--- src/rtl/uart_mon_pkg.sv ---
package uart_mon_pkg;

  typedef enum logic [2:0] {
    ST_IDLE  = 3'd0,
    ST_START = 3'd1,
    ST_DATA  = 3'd2,
    ST_STOP  = 3'd3,
    ST_ERR   = 3'd4
  } monState_t;

  // strobes from control to datapath
  typedef struct packed {
    logic loadBit;     // counter <= one bit period
    logic loadErr;     // counter <= two bit periods
    logic count;       // counter <= counter - 1
    logic clearFrame;  // bit index and byte register cleared
    logic sample;      // store line level in next bit position
  } dpCtrl_t;

endpackage

--- src/rtl/uart_mon_datapath.sv ---
module uart_mon_datapath
  import uart_mon_pkg::*;
#(
  parameter int BIT_CYCLES = 434
) (
  input  logic                clk,
  input  logic                rstN,
  input  logic                serialIn,
  input  dpCtrl_t             ctrl,
  output logic                lineNow,
  output logic                lineChanged,
  output logic                atZero,
  output logic                atMid,
  output logic                edgeBad,
  output logic                bitsDone,
  output logic [7:0]          byteReg
);

  localparam int CNT_W    = $clog2(2 * BIT_CYCLES + 1);
  localparam int PROD_W   = CNT_W + 5;
  localparam int HALF     = BIT_CYCLES / 2;
  localparam int HI_LIMIT = 19 * BIT_CYCLES;

  logic [1:0]        syncQ;
  logic              prevLine;
  logic [CNT_W-1:0]  cnt;
  logic [CNT_W-1:0]  cntNext;
  logic [3:0]        bitIdx;
  logic [PROD_W-1:0] scaled;

  // two-stage synchronizer, resets to idle-high
  always_ff @(posedge clk) begin
    if (!rstN) begin
      syncQ    <= 2'b11;
      prevLine <= 1'b1;
    end else begin
      syncQ    <= {syncQ[0], serialIn};
      prevLine <= syncQ[1];
    end
  end

  assign lineNow     = syncQ[1];
  assign lineChanged = (syncQ[1] != prevLine);

  // decrement first, every check uses the decremented value
  assign cntNext = cnt - CNT_W'(1);
  assign atZero  = (cntNext == '0);
  assign atMid   = (cntNext == CNT_W'(HALF));

  // 5%..95% window without division: P <= 20c <= 19P is illegal
  assign scaled  = PROD_W'(cntNext) * PROD_W'(20);
  assign edgeBad = (scaled >= PROD_W'(BIT_CYCLES)) && (scaled <= PROD_W'(HI_LIMIT));

  always_ff @(posedge clk) begin
    if (!rstN) begin
      cnt <= '0;
    end else if (ctrl.loadErr) begin
      cnt <= CNT_W'(2 * BIT_CYCLES);
    end else if (ctrl.loadBit) begin
      cnt <= CNT_W'(BIT_CYCLES);
    end else if (ctrl.count) begin
      cnt <= cntNext;
    end
  end

  always_ff @(posedge clk) begin
    if (!rstN) begin
      bitIdx  <= '0;
      byteReg <= '0;
    end else if (ctrl.clearFrame) begin
      bitIdx  <= '0;
      byteReg <= '0;
    end else if (ctrl.sample && !bitIdx[3]) begin
      byteReg[bitIdx[2:0]] <= lineNow;
      bitIdx               <= bitIdx + 4'd1;
    end
  end

  assign bitsDone = (bitIdx == 4'd8);

  p_count_bound_r8: assert property (@(posedge clk) disable iff (!rstN)
    cnt <= CNT_W'(2 * BIT_CYCLES))
    else $error("counter above two bit periods");

  p_bit_index_r3: assert property (@(posedge clk) disable iff (!rstN)
    bitIdx <= 4'd8)
    else $error("bit index past eight");

  p_clear_frame_r3: assert property (@(posedge clk) disable iff (!rstN)
    ctrl.clearFrame |=> (bitIdx == 4'd0 && byteReg == 8'd0))
    else $error("frame not cleared at start");

  p_recovery_load_r8: assert property (@(posedge clk) disable iff (!rstN)
    ctrl.loadErr |=> (cnt == CNT_W'(2 * BIT_CYCLES)))
    else $error("recovery count not loaded");

endmodule

--- src/rtl/uart_mon_control.sv ---
module uart_mon_control
  import uart_mon_pkg::*;
(
  input  logic    clk,
  input  logic    rstN,
  input  logic    lineNow,
  input  logic    lineChanged,
  input  logic    atZero,
  input  logic    atMid,
  input  logic    edgeBad,
  input  logic    bitsDone,
  output dpCtrl_t ctrl,
  output logic    byteValid,
  output logic    frameError
);

  monState_t state, stateNext;
  logic      emitNext;
  logic      errNext;

  always_comb begin
    stateNext = state;
    ctrl      = '0;
    emitNext  = 1'b0;
    errNext   = 1'b0;
    unique case (state)
      ST_IDLE: begin
        if (!lineNow) begin
          stateNext       = ST_START;
          ctrl.loadBit    = 1'b1;
          ctrl.clearFrame = 1'b1;
        end
      end
      ST_START: begin
        ctrl.count = 1'b1;
        if (lineNow && edgeBad) begin
          stateNext    = ST_ERR;
          ctrl.loadErr = 1'b1;
          errNext      = 1'b1;
        end else if (atZero) begin
          stateNext    = ST_DATA;
          ctrl.loadBit = 1'b1;
        end
      end
      ST_DATA: begin
        ctrl.count = 1'b1;
        if (lineChanged && edgeBad) begin
          stateNext    = ST_ERR;
          ctrl.loadErr = 1'b1;
          errNext      = 1'b1;
        end else begin
          ctrl.sample = atMid;
          if (atZero) begin
            ctrl.loadBit = 1'b1;
            if (bitsDone) stateNext = ST_STOP;
          end
        end
      end
      ST_STOP: begin
        ctrl.count = 1'b1;
        if (!lineNow) begin
          if (edgeBad) begin
            stateNext    = ST_ERR;
            ctrl.loadErr = 1'b1;
            errNext      = 1'b1;
          end else begin
            stateNext = ST_IDLE;
            emitNext  = 1'b1;
          end
        end else if (atZero) begin
          stateNext = ST_IDLE;
          emitNext  = 1'b1;
        end
      end
      ST_ERR: begin
        ctrl.count = 1'b1;
        if (atZero) stateNext = ST_IDLE;
      end
      default: stateNext = ST_IDLE;
    endcase
  end

  always_ff @(posedge clk) begin
    if (!rstN) begin
      state      <= ST_IDLE;
      byteValid  <= 1'b0;
      frameError <= 1'b0;
    end else begin
      state      <= stateNext;
      byteValid  <= emitNext;
      frameError <= errNext;
    end
  end

  p_valid_pulse_r3: assert property (@(posedge clk) disable iff (!rstN)
    byteValid |=> !byteValid)
    else $error("byte strobe longer than one cycle");

  p_err_pulse_r8: assert property (@(posedge clk) disable iff (!rstN)
    frameError |=> !frameError)
    else $error("error strobe longer than one cycle");

  p_exclusive_r8: assert property (@(posedge clk) disable iff (!rstN)
    !(byteValid && frameError))
    else $error("byte and error strobes together");

  p_err_recovers_r8: assert property (@(posedge clk) disable iff (!rstN)
    frameError |-> (state == ST_ERR))
    else $error("error strobe outside recovery");

  p_no_emit_recovery_r8: assert property (@(posedge clk) disable iff (!rstN)
    (state == ST_ERR) |-> !byteValid)
    else $error("byte strobed during recovery");

  p_idle_quiet_r1: assert property (@(posedge clk) disable iff (!rstN)
    (state == ST_IDLE && $past(state) == ST_IDLE) |-> !frameError)
    else $error("error while idle");

endmodule

--- src/rtl/uart_line_monitor.sv ---
module uart_line_monitor
  import uart_mon_pkg::*;
#(
  parameter int CLK_HZ  = 50_000_000,
  parameter int BAUD_HZ = 115_200
) (
  input  logic       clk,
  input  logic       rstN,
  input  logic       serialIn,
  output logic       byteValid,
  output logic [7:0] byteData,
  output logic       frameError
);

  localparam int BIT_CYCLES = (CLK_HZ + BAUD_HZ / 2) / BAUD_HZ;

  dpCtrl_t ctrl;
  logic    lineNow, lineChanged, atZero, atMid, edgeBad, bitsDone;

  uart_mon_datapath #(.BIT_CYCLES(BIT_CYCLES)) u_datapath (
    .clk        (clk),
    .rstN       (rstN),
    .serialIn   (serialIn),
    .ctrl       (ctrl),
    .lineNow    (lineNow),
    .lineChanged(lineChanged),
    .atZero     (atZero),
    .atMid      (atMid),
    .edgeBad    (edgeBad),
    .bitsDone   (bitsDone),
    .byteReg    (byteData)
  );

  uart_mon_control u_control (
    .clk        (clk),
    .rstN       (rstN),
    .lineNow    (lineNow),
    .lineChanged(lineChanged),
    .atZero     (atZero),
    .atMid      (atMid),
    .edgeBad    (edgeBad),
    .bitsDone   (bitsDone),
    .ctrl       (ctrl),
    .byteValid  (byteValid),
    .frameError (frameError)
  );

endmodule

--- config.mk ---
export PLATFORM = sky130hd
export DESIGN_NAME = uart_line_monitor
export DESIGN_NICKNAME = d
export VERILOG_FILES = /design/src/rtl/uart_mon_pkg.sv /design/src/rtl/uart_mon_datapath.sv /design/src/rtl/uart_mon_control.sv /design/src/rtl/uart_line_monitor.sv
export SDC_FILE = /design/constraint.sdc
export NUM_CORES = 1
export LEC_CHECK = 0
export ABC_AREA = 1
export BUFFER_PORTS_ARGS = -buffer_cell sky130_fd_sc_hd__buf_2
export CORE_UTILIZATION = 40
export CTS_BUF_LIST = sky130_fd_sc_hd__clkbuf_2
export DETAILED_ROUTE_END_ITERATION = 6
export PLACE_DENSITY = 0.55
export SLEW_MARGIN = 20
export SYNTH_ARGS = -nofsm -noshare
export SYNTH_HDL_FRONTEND = slang
export SYNTH_HIERARCHICAL = 1
export SYNTH_SLANG_ARGS = --single-unit
--- constraint.sdc ---
create_clock -name clk -period 8.5 [get_ports clk]
set_clock_uncertainty 0.05 [all_clocks]
set_input_delay 0.425 -clock clk [delete_from_list [all_inputs] [get_ports clk]]
set_output_delay 0.425 -clock clk [all_outputs]
set_load 0.005 [all_outputs]
## Word-level counts from Yosys, hierarchy flattened

Index checks and enable logic that the tools add are counted.

- Bits in registers: 30
- Bits of input ports: 3
- Logic and storage cells: 77

- Add/subtract/negate cells: 2
- $mul: 1
- Order comparisons: 4
- Equality and inequality tests: 11
- Mux-type cells: 32
- Bitwise operators: 1
- Reductions and logical operators: 16

Operator list:

| operator | number |
|---|---|
| 2-to-1 mux 10 bit | 3 |
| 2-to-1 mux 3 bit | 9 |
| >= comparator 15 x 9 -> 1 bit, second input constant | 1 |
| less-or-equal comparator 15 x 14 -> 1 bit, second input constant | 1 |
| 2-to-1 mux 1 bit | 15 |
| case mux 3 bit (5 select lines) | 1 |
| multiplier 10 x 3 -> 13 bit, second input constant | 1 |
| equality test 10 x 8 -> 1 bit, second input constant | 1 |
| zero test 10 bit | 1 |
| subtractor 10 x 1 -> 10 bit, second input constant | 1 |
| != test 3 x 2 -> 1 bit, second input constant | 3 |
| bitwise mux 8 bit | 1 |
| equality test 3 x 2 -> 1 bit, second input constant | 2 |
| case mux 1 bit (3 select lines) | 2 |
| logical AND 1 bit | 5 |
| adder 4 x 1 -> 4 bit, second input constant | 1 |
| equality test 4 bit, second input constant | 1 |
| < comparator 3 x 4 -> 1 bit, second input constant | 1 |
| AND reduction 4 bit | 1 |
| OR reduction 2 bit | 2 |
| OR reduction 4 bit | 1 |
| demux 1 bit (select 3 bit) | 1 |
| equality test 3 x 1 -> 1 bit, second input constant | 1 |
| equality test 3 bit, second input constant | 1 |
| other kinds (10) | 10 |

## Depth between registers and ports, before layout

Gate-level depths: netlist (run 1).

- Depth after elaboration: 9
- Gate-level depth with buffers: 32
- Depth with buffers taken out: 31

## By module

Netlist (run 1), hierarchy kept.

Modules (own cells, without submodules):

| module | instances | cells an instance | area each (sq um) |
|---|---|---|---|
| uart_mon_datapath | 1 | 282 | 1899.3 |
| uart_mon_control | 1 | 63 | 372.9 |

## Worst setup path before layout (run 1)

Ideal clock, no wire load.

- Kind: register -> register
- From: register u_datapath.cnt[0]
- To: register u_datapath.cnt[5]
- Setup time: 0.117 ns
- Data arrival time: 4.005 ns
- Required time: 8.333 ns
- Setup slack: 4.328 ns
- Stages on the path, launching flop included: 29
- Path buffers: 0
- Cells stage by stage: dfxtp_1 > inv_1 > ha_1 > nand3_4 > inv_1 > nor2_1 > nor2_1 > inv_1 > ha_1 > inv_1 > fa_1 > inv_1 > a31oi_1 > nor2b_1 > nand3_1 > nor2_1 > nand3_1 > nand2_1 > inv_1 > nor2_1 > nand2_1 > nand3_1 > nand2_1 > nand2_1 > o21ai_0 > nor2_1 > nand2_1 > o221ai_1 > inv_1

RTL lines:

| item | line | source |
|---|---|---|
| from (decl) | uart_mon_datapath.sv:26 | `logic [CNT_W-1:0] cnt;` |
| from (signal assigned) | uart_mon_datapath.sv:58 | `cnt <= CNT_W'(2 * BIT_CYCLES);` |
| from (signal assigned) | uart_mon_datapath.sv:60 | `cnt <= CNT_W'(BIT_CYCLES);` |
| from (signal assigned) | uart_mon_datapath.sv:62 | `cnt <= cntNext;` |

==> run_results.csv, run 1 <==
group,metric,value,unit
cts,cts_buffers,5,
worst_setup_path,critical_path.max_fanout,7,
die,io_pins,13,
die,num_rows,27,
route,drtPass1Iterations,4,
cts,cts_tree,"built",
placed_design,hpwl,4.04,mm
cts,cts_root_buffer,"clkbuf_2",
cts,clock_latency,0.36,ns
global_route,overflow,0,
sta,tightest_slew,0.512,ns
global_route,antenna_found_initial,0,
die,die-width,77.4,um
worst_setup_path,critPathMostFrequentCell,"inv_1",
cts,clock_sinks,30,
synthesis,yosys_warnings,6,
cts,cts_setup_buffers,0,
sta,hold_viol,0,
placed_design,dpl_worst_slack,3.70,ns
global_route,first_global_vias,1992,
worst_setup_path,path_class,"register to register",
worst_setup_path,crit_required,8.72,ns
die,die_y,77.4,um
synthesis,synth_seq_area_share,0.264,
synthesis,syn_inst,345,
cts,cts_repair_resize_count,0,
synthesis,post-synth-top-area-cell,"dfxtp_1",
sta,setup-tns-final,0,ns
sta,rsz0062_at_grt,"false",
min_path,holdPathStages,2,
worst_setup_path,reg2reg_depth,28,
synthesis,netlist.area_leader.share,0.264,
worst_setup_path,cp.depth,28,
sta,max_freq,207,MHz
worst_setup_path,path_buf_inv,7,
placed_design,io_buffer_count,12,
sta,fin_crit,4.84,ns
cts,clk_transition_reported_paths,0.17,ns
sta,finalCritPeriodShare,0.569,
worst_setup_path,start_kind,"register",
worst_setup_path,max_stage_delay,0.56,ns
sta,hold_slack,0.190,ns
outcome,status,"complete, no violations",
cts,holdBufCountCts,0,
synthesis,synthDistinctLibCells,36,
synthesis,synth_nets,369,
global_route,grt_pass1_wl,9.00,mm
cells_and_area,antenna_cells,0,
worst_setup_path,cp_top_family,"simple AND/OR/NAND/NOR gates",
cells_and_area,area_growth_syn_to_layout,8.09,%
route,drtIter0Drc,132,
sta,slew_headroom,0.656,
global_route,grt_max_degree,11,
route,avgRoutedWirePerCell,11.6,um
route,antenna_left,0,
worst_setup_path,cpMaxStageDelayCell,"fa_1",
cts,max-clock-path-buffers,2,
synthesis,synthTopCellsByArea,"dfxtp_1 (26%), nand2_1 (12%), ha_1 (11%)",
global_route,track_usage,0.188,
cells_and_area,drive_above_1_share,0.124,
route,route.vias.total,2134,
route,via_per_inst,4.89,
worst_setup_path,crit_arrival,5.06,ns
synthesis,syn-cell-area,0.00227,sq mm
min_path,hp-class,"input pin to register",
sta,worst_slack,3.66,ns
run,cap_violations,0,
route,drc_errors,0,
placed_design,gp_congestion,0.884,
cells_and_area,layout.nets,387,
die,core_area,0.00551,sq mm
cells_and_area,utilization,0.446,
route,wl,5.08,mm
worst_setup_path,crit_path_end_kind,"register",
sta,setup_viol,0,
die,die-area,0.00599,sq mm
cts,cts_htree_levels,2,
synthesis,syn_area_per_cell,6.59,sq um
die,initial_core_util,0.413,
sta,final_max_slew_viol_count,0,
synthesis,synth-seq-cells,30,
cells_and_area,fillers,576,
final timing paths:
path | startpoint | endpoint | slack [ns]
setup / recovery | u_datapath/cnt[0]$_SDFFE_PP0P_ | u_datapath/cnt[5]$_SDFFE_PN0P_ | 3.66
hold / removal | serialIn | u_datapath/syncQ[0]$_SDFF_PN1_ | 0.19
setup reg to reg | u_datapath/cnt[0]$_SDFFE_PP0P_ | u_datapath/cnt[5]$_SDFFE_PN0P_ | 3.66
hold reg to reg | u_datapath/syncQ[0]$_SDFF_PN1_ | u_datapath/syncQ[1]$_SDFF_PN1_ | 0.39
cells by family (layout without fill, tap and decap cells):
kind of cell / after synthesis / after routing / synth area share
and+or+nand+nor: 172 / 172 / 0.341
buffers and inverters: 64 / 83 / 0.107
AOI/OAI and AO/OA: 49 / 49 / 0.131
DFF: 30 / 30 / 0.264
adders and majority gates: 21 / 21 / 0.119
xor gates and xnor gates: 9 / 9 / 0.0380
per-layer routing:
layer  share of wire  wire, um  vias up  track usage
li1                -         -     1154            -
met1            0.55      2780      935        0.278
met2            0.40      2050       39        0.273
met3           0.039       200        6       0.0329
met4           0.010        53        0       0.0585
met5               0         0        -            0
Yosys cell counts:
cell type	instances
nor2b_1	1
a211oi_1	1
a31oi_1	2
nor2_2	6
o31ai_1	1
o21ai_0	6
a21oi_1	26
o221ai_1	2
nand4_1	2
a221o_2	1
xnor2_2	1
nand3_1	28
nand2_2	4
xnor2_1	2
o21ai_2	1
nand2_1	74
nand3b_1	2
nor3_2	1
nor3_1	3
nor4_1	1
dfxtp_1	30
nand3_4	1
nor2_1	43
nand3_2	2
a311oi_1	6
a221oi_1	1
inv_1	56
xor2_1	6
inv_2	5
fa_1	1
or2_2	3
buf_4	1
ha_1	20
o21ai_1	2
nor2_4	1
clkinv_1	2
state kept, by name, indices dropped and copies added (netlist names):
| signal | flops |
|---|---|
| u_datapath/cnt | 10 |
| u_datapath/byteReg | 8 |
| u_datapath/bitIdx | 4 |
| u_control/state | 3 |
| u_datapath/syncQ | 2 |
| u_control/byteValid | 1 |
| u_control/frameError | 1 |
| u_datapath/prevLine | 1 |
area by class of cell:
cell class / count / area, sq um / area share
timing repair buffer: 12 / 60.1 / 0.0245
clock buffer: 5 / 25.0 / 0.0102
tap: 72 / 90.1 / 0.0367
inverter: 63 / 236 / 0.0963
sequential: 30 / 601 / 0.245
clock inverter: 3 / 16.3 / 0.00662
multi-input combinational: 251 / 1430 / 0.581
worst register-to-register path, delay by kind of cell (launching register included):
| family | cells | cell delay [ns] |
|---|---|---|
| flops | 1 | 0.37 |
| simple gates | 15 | 2.09 |
| buf+inv | 7 | 0.56 |
| fa+ha+maj | 3 | 1.14 |
| compound gates | 3 | 0.54 |
layout by cell type (no fill, tap or decap), drive strengths merged:
cell | netlist | routed
dfxtp | 30 | 30
nand4 | 2 | 2
clkinv | 2 | 4
inv | 61 | 61
a221o | 1 | 1
nand2 | 78 | 78
nand3 | 31 | 31
fa | 1 | 1
o31ai | 1 | 1
nor2b | 1 | 1
ha | 20 | 20
o221ai | 2 | 2
a211oi | 1 | 1
or2 | 3 | 3
a221oi | 1 | 1
a311oi | 6 | 6
clkinvlp | 0 | 1
a31oi | 2 | 2
nor4 | 1 | 1
clkbuf | 0 | 5
xor2 | 6 | 6
xnor2 | 3 | 3
nor2 | 50 | 50
o21ai | 9 | 9
nand3b | 2 | 2
buf | 1 | 12
nor3 | 4 | 4
a21oi | 26 | 26
stage by stage:
| stage | area, sq um | instances |
|---|---|---|
| CTS | 2460 | 436 |
| global route | 2460 | 436 |
| floorplan | 2270 | 345 |
| detailed placement | 2410 | 428 |
| finish | 2460 | 436 |
| global placement | 2410 | 428 |
Power of run 1 is not shown: default switching activity piles up to over one toggle a cycle in this logic, so the estimate is an artifact.
==> run 2, diff against run 1 <==
- clock period: 8.5 -> 5 ns (I/O delays scaled with it)
==> run_results.csv, run 2 (synthesis results as in run 1) <==
group,metric,value,unit
cells_and_area,regMostFlops,"u_datapath/cnt",
placed_design,io_buffer_count,12,
cells_and_area,fillers,591,
outcome,status,"complete, no violations",
global_route,first_global_vias,2003,
global_route,antenna_found_initial,0,
min_path,holdPathStages,2,
min_path,min_to,"u_datapath/prevLine$_SDFF_PN1_",
cells_and_area,antenna_cells,0,
sta,rsz0062_at_grt,"false",
cts,cts_htree_levels,2,
die,initial_core_util,0.413,
die,die_y,77.4,um
die,io_pins,13,
min_path,hp-class,"input pin to register",
route,via_per_inst,4.83,
worst_setup_path,r2r-start,"u_datapath/cnt[0]$_SDFFE_PP0P_",
worst_setup_path,path_class,"register to register",
cells_and_area,layout.nets,391,
sta,setup_viol,0,
cells_and_area,largest_reg_flops,10,
placed_design,hpwl,4.11,mm
global_route,grt_pass1_wl,9.17,mm
sta,worst_slack,0.463,ns
cells_and_area,area_growth_syn_to_layout,9.97,%
worst_setup_path,max_stage_delay,0.46,ns
sta,fin_crit,4.54,ns
route,wl,5.14,mm
global_route,track_usage,0.191,
worst_setup_path,crit_required,5.25,ns
worst_setup_path,crit_arrival,4.78,ns
route,drc_errors,0,
route,drtPass1Iterations,5,
sta,tightest_slew,0.552,ns
sta,final_max_slew_viol_count,0,
sta,max_freq,220,MHz
global_route,grt_max_degree,11,
run,cap_violations,0,
worst_setup_path,critPathMostFrequentCell,"nand2_1",
die,die-area,0.00599,sq mm
cells_and_area,drive_above_1_share,0.144,
sta,slew_headroom,0.629,
cts,max-clock-path-buffers,2,
cells_and_area,final_cell_mix,"nand2_1 (74), inv_1 (55), nor2_1 (39), dfxtp_1 (30), nand3_1 (28)",
die,core_area,0.00551,sq mm
cells_and_area,seq_area,601,sq um
worst_setup_path,reg2reg_depth,29,
min_path,hold_start,"rstN",
worst_setup_path,rr_endpoint,"u_datapath/cnt[4]$_SDFFE_PP0P_",
worst_setup_path,critical_path.max_fanout,6,
cells_and_area,multi_input_area,0.00144,sq mm
placed_design,gp_congestion,0.885,
worst_setup_path,crit_path_end_kind,"register",
worst_setup_path,r2r_setup_slack,0.46,ns
sta,setup-tns-final,0,ns
worst_setup_path,start_kind,"register",
die,num_rows,27,
cts,clk_transition_reported_paths,0.17,ns
die,die-width,77.4,um
route,antenna_left,0,
cells_and_area,final_common_cell,"nand2_1",
cts,cts_buffers,5,
route,avgRoutedWirePerCell,11.7,um
route,drtIter0Drc,101,
cells_and_area,reg_top3,"u_datapath/cnt x10, u_datapath/byteReg x8, u_datapath/bitIdx x4",
cts,cts_root_buffer,"clkbuf_2",
global_route,overflow,0,
sta,finalCritPeriodShare,0.907,
cts,cts_tree,"built",
placed_design,dpl_worst_slack,0.220,ns
cts,clock_latency,0.34,ns
worst_setup_path,crit_start,"u_datapath/cnt[0]$_SDFFE_PP0P_",
sta,hold_viol,0,
cts,clock_sinks,30,
route,route.vias.total,2123,
worst_setup_path,cpMaxStageDelayCell,"fa_1",
==> run 2: cell count changes in the layout (fill, tap and decap cells not counted) <==
cell           previous run  this run
o21ai_1                   2         3
nor2_2                    6        10
buf_4                     0         3
o21ai_0                   6         5
nor2_1                   43        39
inv_1                    56        55
dlygate4sd3_1             0         1
inv_2                     5         6
==> run 2: layout make-up <==
| type | count | share of cell area |
|---|---|---|
| multi-input combinational | 251 | 0.575 |
| sequential | 30 | 0.240 |
| inverter | 63 | 0.0946 |
| timing repair buffer | 16 | 0.0371 |
| tap | 72 | 0.0361 |
| clock buffer | 5 | 0.0100 |
| clock inverter | 3 | 0.00651 |
==> run 2: what timing repair did <==
action	4_1_cts	5_1_grt
buffers inserted	0	3
hold buffers	1	0
resized for setup	0	6
endpoints found under the hold margin	1	0
endpoints found under the setup margin	0	12
==> run 2: routing by layer <==
layer,track usage,part of all wire
met2,0.278,0.41
met3,0.0318,0.031
met4,0.0566,0.0047
met1,0.286,0.55
met5,0,0
==> run 2: how the worst max path moves through the flow <==
stage / end / slack (ns)
final: u_datapath/cnt[4]$_SDFFE_PP0P_ / 0.46
after global routing: u_datapath/cnt[4]$_SDFFE_PP0P_ / 0.03
after CTS: u_datapath/cnt[5]$_SDFFE_PN0P_ / 0.19
after detailed placement: u_datapath/cnt[5]$_SDFFE_PN0P_ / 0.22
after global placement: u_datapath/cnt[5]$_SDFFE_PN0P_ / 0.34
after floorplan: u_datapath/cnt[8]$_SDFFE_PN0P_ / 0.83
==> run 2: critical path, delay by kind of cell (launching register included) <==
family	cells	cell delay, ns
simple gates	18	1.82
fa+ha+maj	3	1.02
flops	1	0.43
buf+inv	6	0.55
compound gates	2	0.61
==> run 2: through the flow <==
stage           util  area, sq um  hold slack [ns]  std cells
6_report       0.454         2500            0.111        440
5_1_grt        0.454         2500           0.0718        440
4_1_cts        0.448         2470           0.0773        437
3_5_place_dp   0.439         2410            0.352        428
3_3_place_gp   0.439         2410            0.344        428
2_1_floorplan      -         2270            0.270        345
Power of run 2 is left out for the same reason.
==> run 3, diff against run 2 <==
- SYNTH_HIERARCHICAL: 1 -> unset
==> run_results.csv, run 3 <==
group,metric,value,unit
sta,setup-tns-final,0,ns
worst_setup_path,critical_path.max_fanout,7,
worst_setup_path,crit_required,5.22,ns
sta,setup_viol,0,
worst_setup_path,path_class,"register to register",
cells_and_area,largest_reg_flops,10,
sta,rsz0062_at_grt,"false",
global_route,grt_pass1_wl,9.26,mm
worst_setup_path,cpMaxStageDelayCell,"xor2_1",
worst_setup_path,path_buf_inv,2,
die,die_y,79.0,um
global_route,antenna_found_initial,0,
global_route,track_usage,0.187,
worst_setup_path,crit_arrival,4.17,ns
sta,slew_headroom,0.668,
global_route,met3_usage,0.0379,
route,via_per_inst,4.80,
worst_setup_path,start_kind,"register",
global_route,first_global_vias,2079,
synthesis,synth.most_common_cell,"nand2_1",
sta,tightest_slew,0.494,ns
placed_design,io_buffer_count,12,
cells_and_area,multi_input_area,0.00154,sq mm
worst_setup_path,max_stage_delay,0.38,ns
sta,finalCritPeriodShare,0.791,
min_path,hp-class,"input pin to register",
die,num_rows,27,
synthesis,syn_inst,365,
placed_design,gp_congestion,0.794,
synthesis,synth-seq-cells,30,
global_route,met2_usage,0.289,
cells_and_area,drive_above_1_share,0.135,
synthesis,synthDistinctLibCells,29,
route,wl,5.11,mm
sta,final_max_slew_viol_count,0,
cells_and_area,final_cell_mix,"nand2_1 (76), nor2_1 (55), inv_1 (51), dfxtp_1 (30), nand3_1 (28)",
synthesis,syn_area_per_cell,6.50,sq um
synthesis,synthTopCellsByArea,"dfxtp_1 (25%), nand2_1 (12%), ha_1 (11%)",
cts,cts_buffers,5,
sta,hold_viol,0,
cells_and_area,area_growth_syn_to_layout,8.23,%
route,route.vias.total,2190,
cells_and_area,antenna_cells,0,
global_route,busiest_layer,"met2",
route,drtIter0Drc,85,
route,drc_errors,0,
cts,clock_sinks,30,
synthesis,synth_seq_area_share,0.253,
synthesis,post-synth-top-area-cell,"dfxtp_1",
sta,max_freq,253,MHz
cts,cts_root_buffer,"clkbuf_2",
cts,cts_setup_buffers,0,
synthesis,syn-cell-area,0.00237,sq mm
die,initial_core_util,0.423,
worst_setup_path,worstPathCellList,"inv_2 > ha_1 > nand3_1 > nor3_1 > xor2_1 > ha_1 > ha_1 > nand2_1 > inv_1 > a21oi_1 > nand2_1 > nand2_1 > nand2_1 > nor2_1 > nand2_1 > nand2_2 > nand4_2 > nand2_1 > nand2_1 > nand2_2 > nand2_1 > o21a_1",
cells_and_area,seq_area,601,sq um
worst_setup_path,critPathMostFrequentCell,"nand2_1",
cells_and_area,final_common_cell,"nand2_1",
sta,fin_crit,3.96,ns
global_route,met1_usage,0.267,
route,avgRoutedWirePerCell,11.2,um
synthesis,synth_commonest_cells,"nand2_1 (76), nor2_1 (55), inv_1 (51)",
die,die-width,79.0,um
cells_and_area,fillers,629,
cells_and_area,layout.nets,408,
cts,cts_tree,"built",
worst_setup_path,cp_top_family,"simple AND/OR/NAND/NOR gates",
cells_and_area,regMostFlops,"u_datapath.cnt",
die,core_area,0.00561,sq mm
cts,clk_transition_reported_paths,0.15,ns
cells_and_area,reg_top3,"u_datapath.cnt x10, u_datapath.byteReg x8, u_datapath.bitIdx x4",
cts,max-clock-path-buffers,2,
global_route,overflow,0,
run,cap_violations,0,
synthesis,synth_ff_type,"dfxtp_1",
global_route,grt_max_degree,15,
synthesis,synth_nets,390,
worst_setup_path,crit_path_end_kind,"register",
cts,cts_htree_levels,2,
route,antenna_left,0,
synthesis,ys_async_sr_fraction,0,
die,io_pins,13,
cts,clock_latency,0.36,ns
synthesis,synth_edf_count,0,
cts,holdBufCountCts,1,
cts,cts_repair_resize_count,0,
die,die-area,0.00624,sq mm
synthesis,netlist.area_leader.share,0.253,
route,drtPass1Iterations,4,
placed_design,hpwl,4.11,mm
synthesis,yosys_warnings,0,
outcome,status,"complete, no violations",
## run 3: changes by cell type in the layout (fill, tap and decap cells not counted), moves of 4 or more
cell,previous run,this run
a311oi_1,6,0
nand4_1,2,12
nand3_2,2,6
nor2_1,39,55
nor3_1,3,8
a21oi_1,26,21
inv_1,55,51
nor2_2,10,3
## run 3: worst reg2reg max path: stages (launching register included)
cell and delay, ns:
dfxtp_1 0.36, inv_2 0.13, ha_1 0.23, nand3_1 0.14, nor3_1 0.22, xor2_1 0.38
ha_1 0.32, ha_1 0.35, nand2_1 0.12, inv_1 0.04, a21oi_1 0.24, nand2_1 0.09
nand2_1 0.06, nand2_1 0.04, nor2_1 0.16, nand2_1 0.10, nand2_2 0.08, nand4_2 0.10
nand2_1 0.12, nand2_1 0.10, nand2_2 0.15, nand2_1 0.11, o21a_1 0.20
## run 3: final timing paths
path	start	to	slack, ns	depth (start not counted)
setup reg to reg	u_datapath.cnt[0]$_SDFFE_PP0N_	u_datapath.cnt[4]$_SDFFE_PP0P_	1.04	22
hold / removal	rstN	u_datapath.prevLine$_SDFF_PN1_	0.08	2
hold reg to reg	u_datapath.syncQ[0]$_SDFF_PN1_	u_datapath.syncQ[1]$_SDFF_PN1_	0.38	1
setup / recovery	u_datapath.cnt[0]$_SDFFE_PP0N_	u_datapath.cnt[4]$_SDFFE_PP0P_	1.04	22
## run 3: layer usage
layer  part of all wire  vias to the layer above
met5                  0                        -
met1               0.55                      962
met2               0.42                       20
li1                   -                     1206
met3              0.025                        2
met4             0.0035                        0
## run 3: layout make-up
type,instances,share of cell area
Clock buffer,6,0.0117
Clock inverter,2,0.00341
Inverter,59,0.0863
Multi-Input combinational cell,273,0.599
Sequential cell,30,0.234
Tap cell,72,0.0351
Timing Repair Buffer,14,0.0302
## run 3: metrics by stage
stage / area [sq um] / hold WS (ns) / worst slack (ns) / util / std cells
6_report: 2570 / 0.0850 / 1.04 / 0.458 / 456
5_1_grt: 2570 / 0.0573 / 0.619 / 0.458 / 456
4_1_cts: 2570 / 0.0705 / 1.02 / 0.458 / 456
3_5_place_dp: 2520 / 0.351 / 1.06 / 0.449 / 447
3_3_place_gp: 2520 / 0.348 / 1.08 / 0.449 / 447
2_1_floorplan: 2370 / 0.270 / 1.63 / - / 365
## run 3: logic make-up (layout without fill, tap and decap cells)
logic type / after synthesis / in the layout / share of synthesized area
AND/OR/NAND/NOR: 204 / 204 / 0.408
buffers and inverters: 62 / 81 / 0.0981
AO/OA/AOI/OAI: 36 / 36 / 0.0807
flip-flops: 30 / 30 / 0.253
adder cells (fa/ha/maj): 22 / 22 / 0.119
XOR/XNOR: 11 / 11 / 0.0406
Power of run 3 is left out for the same reason.
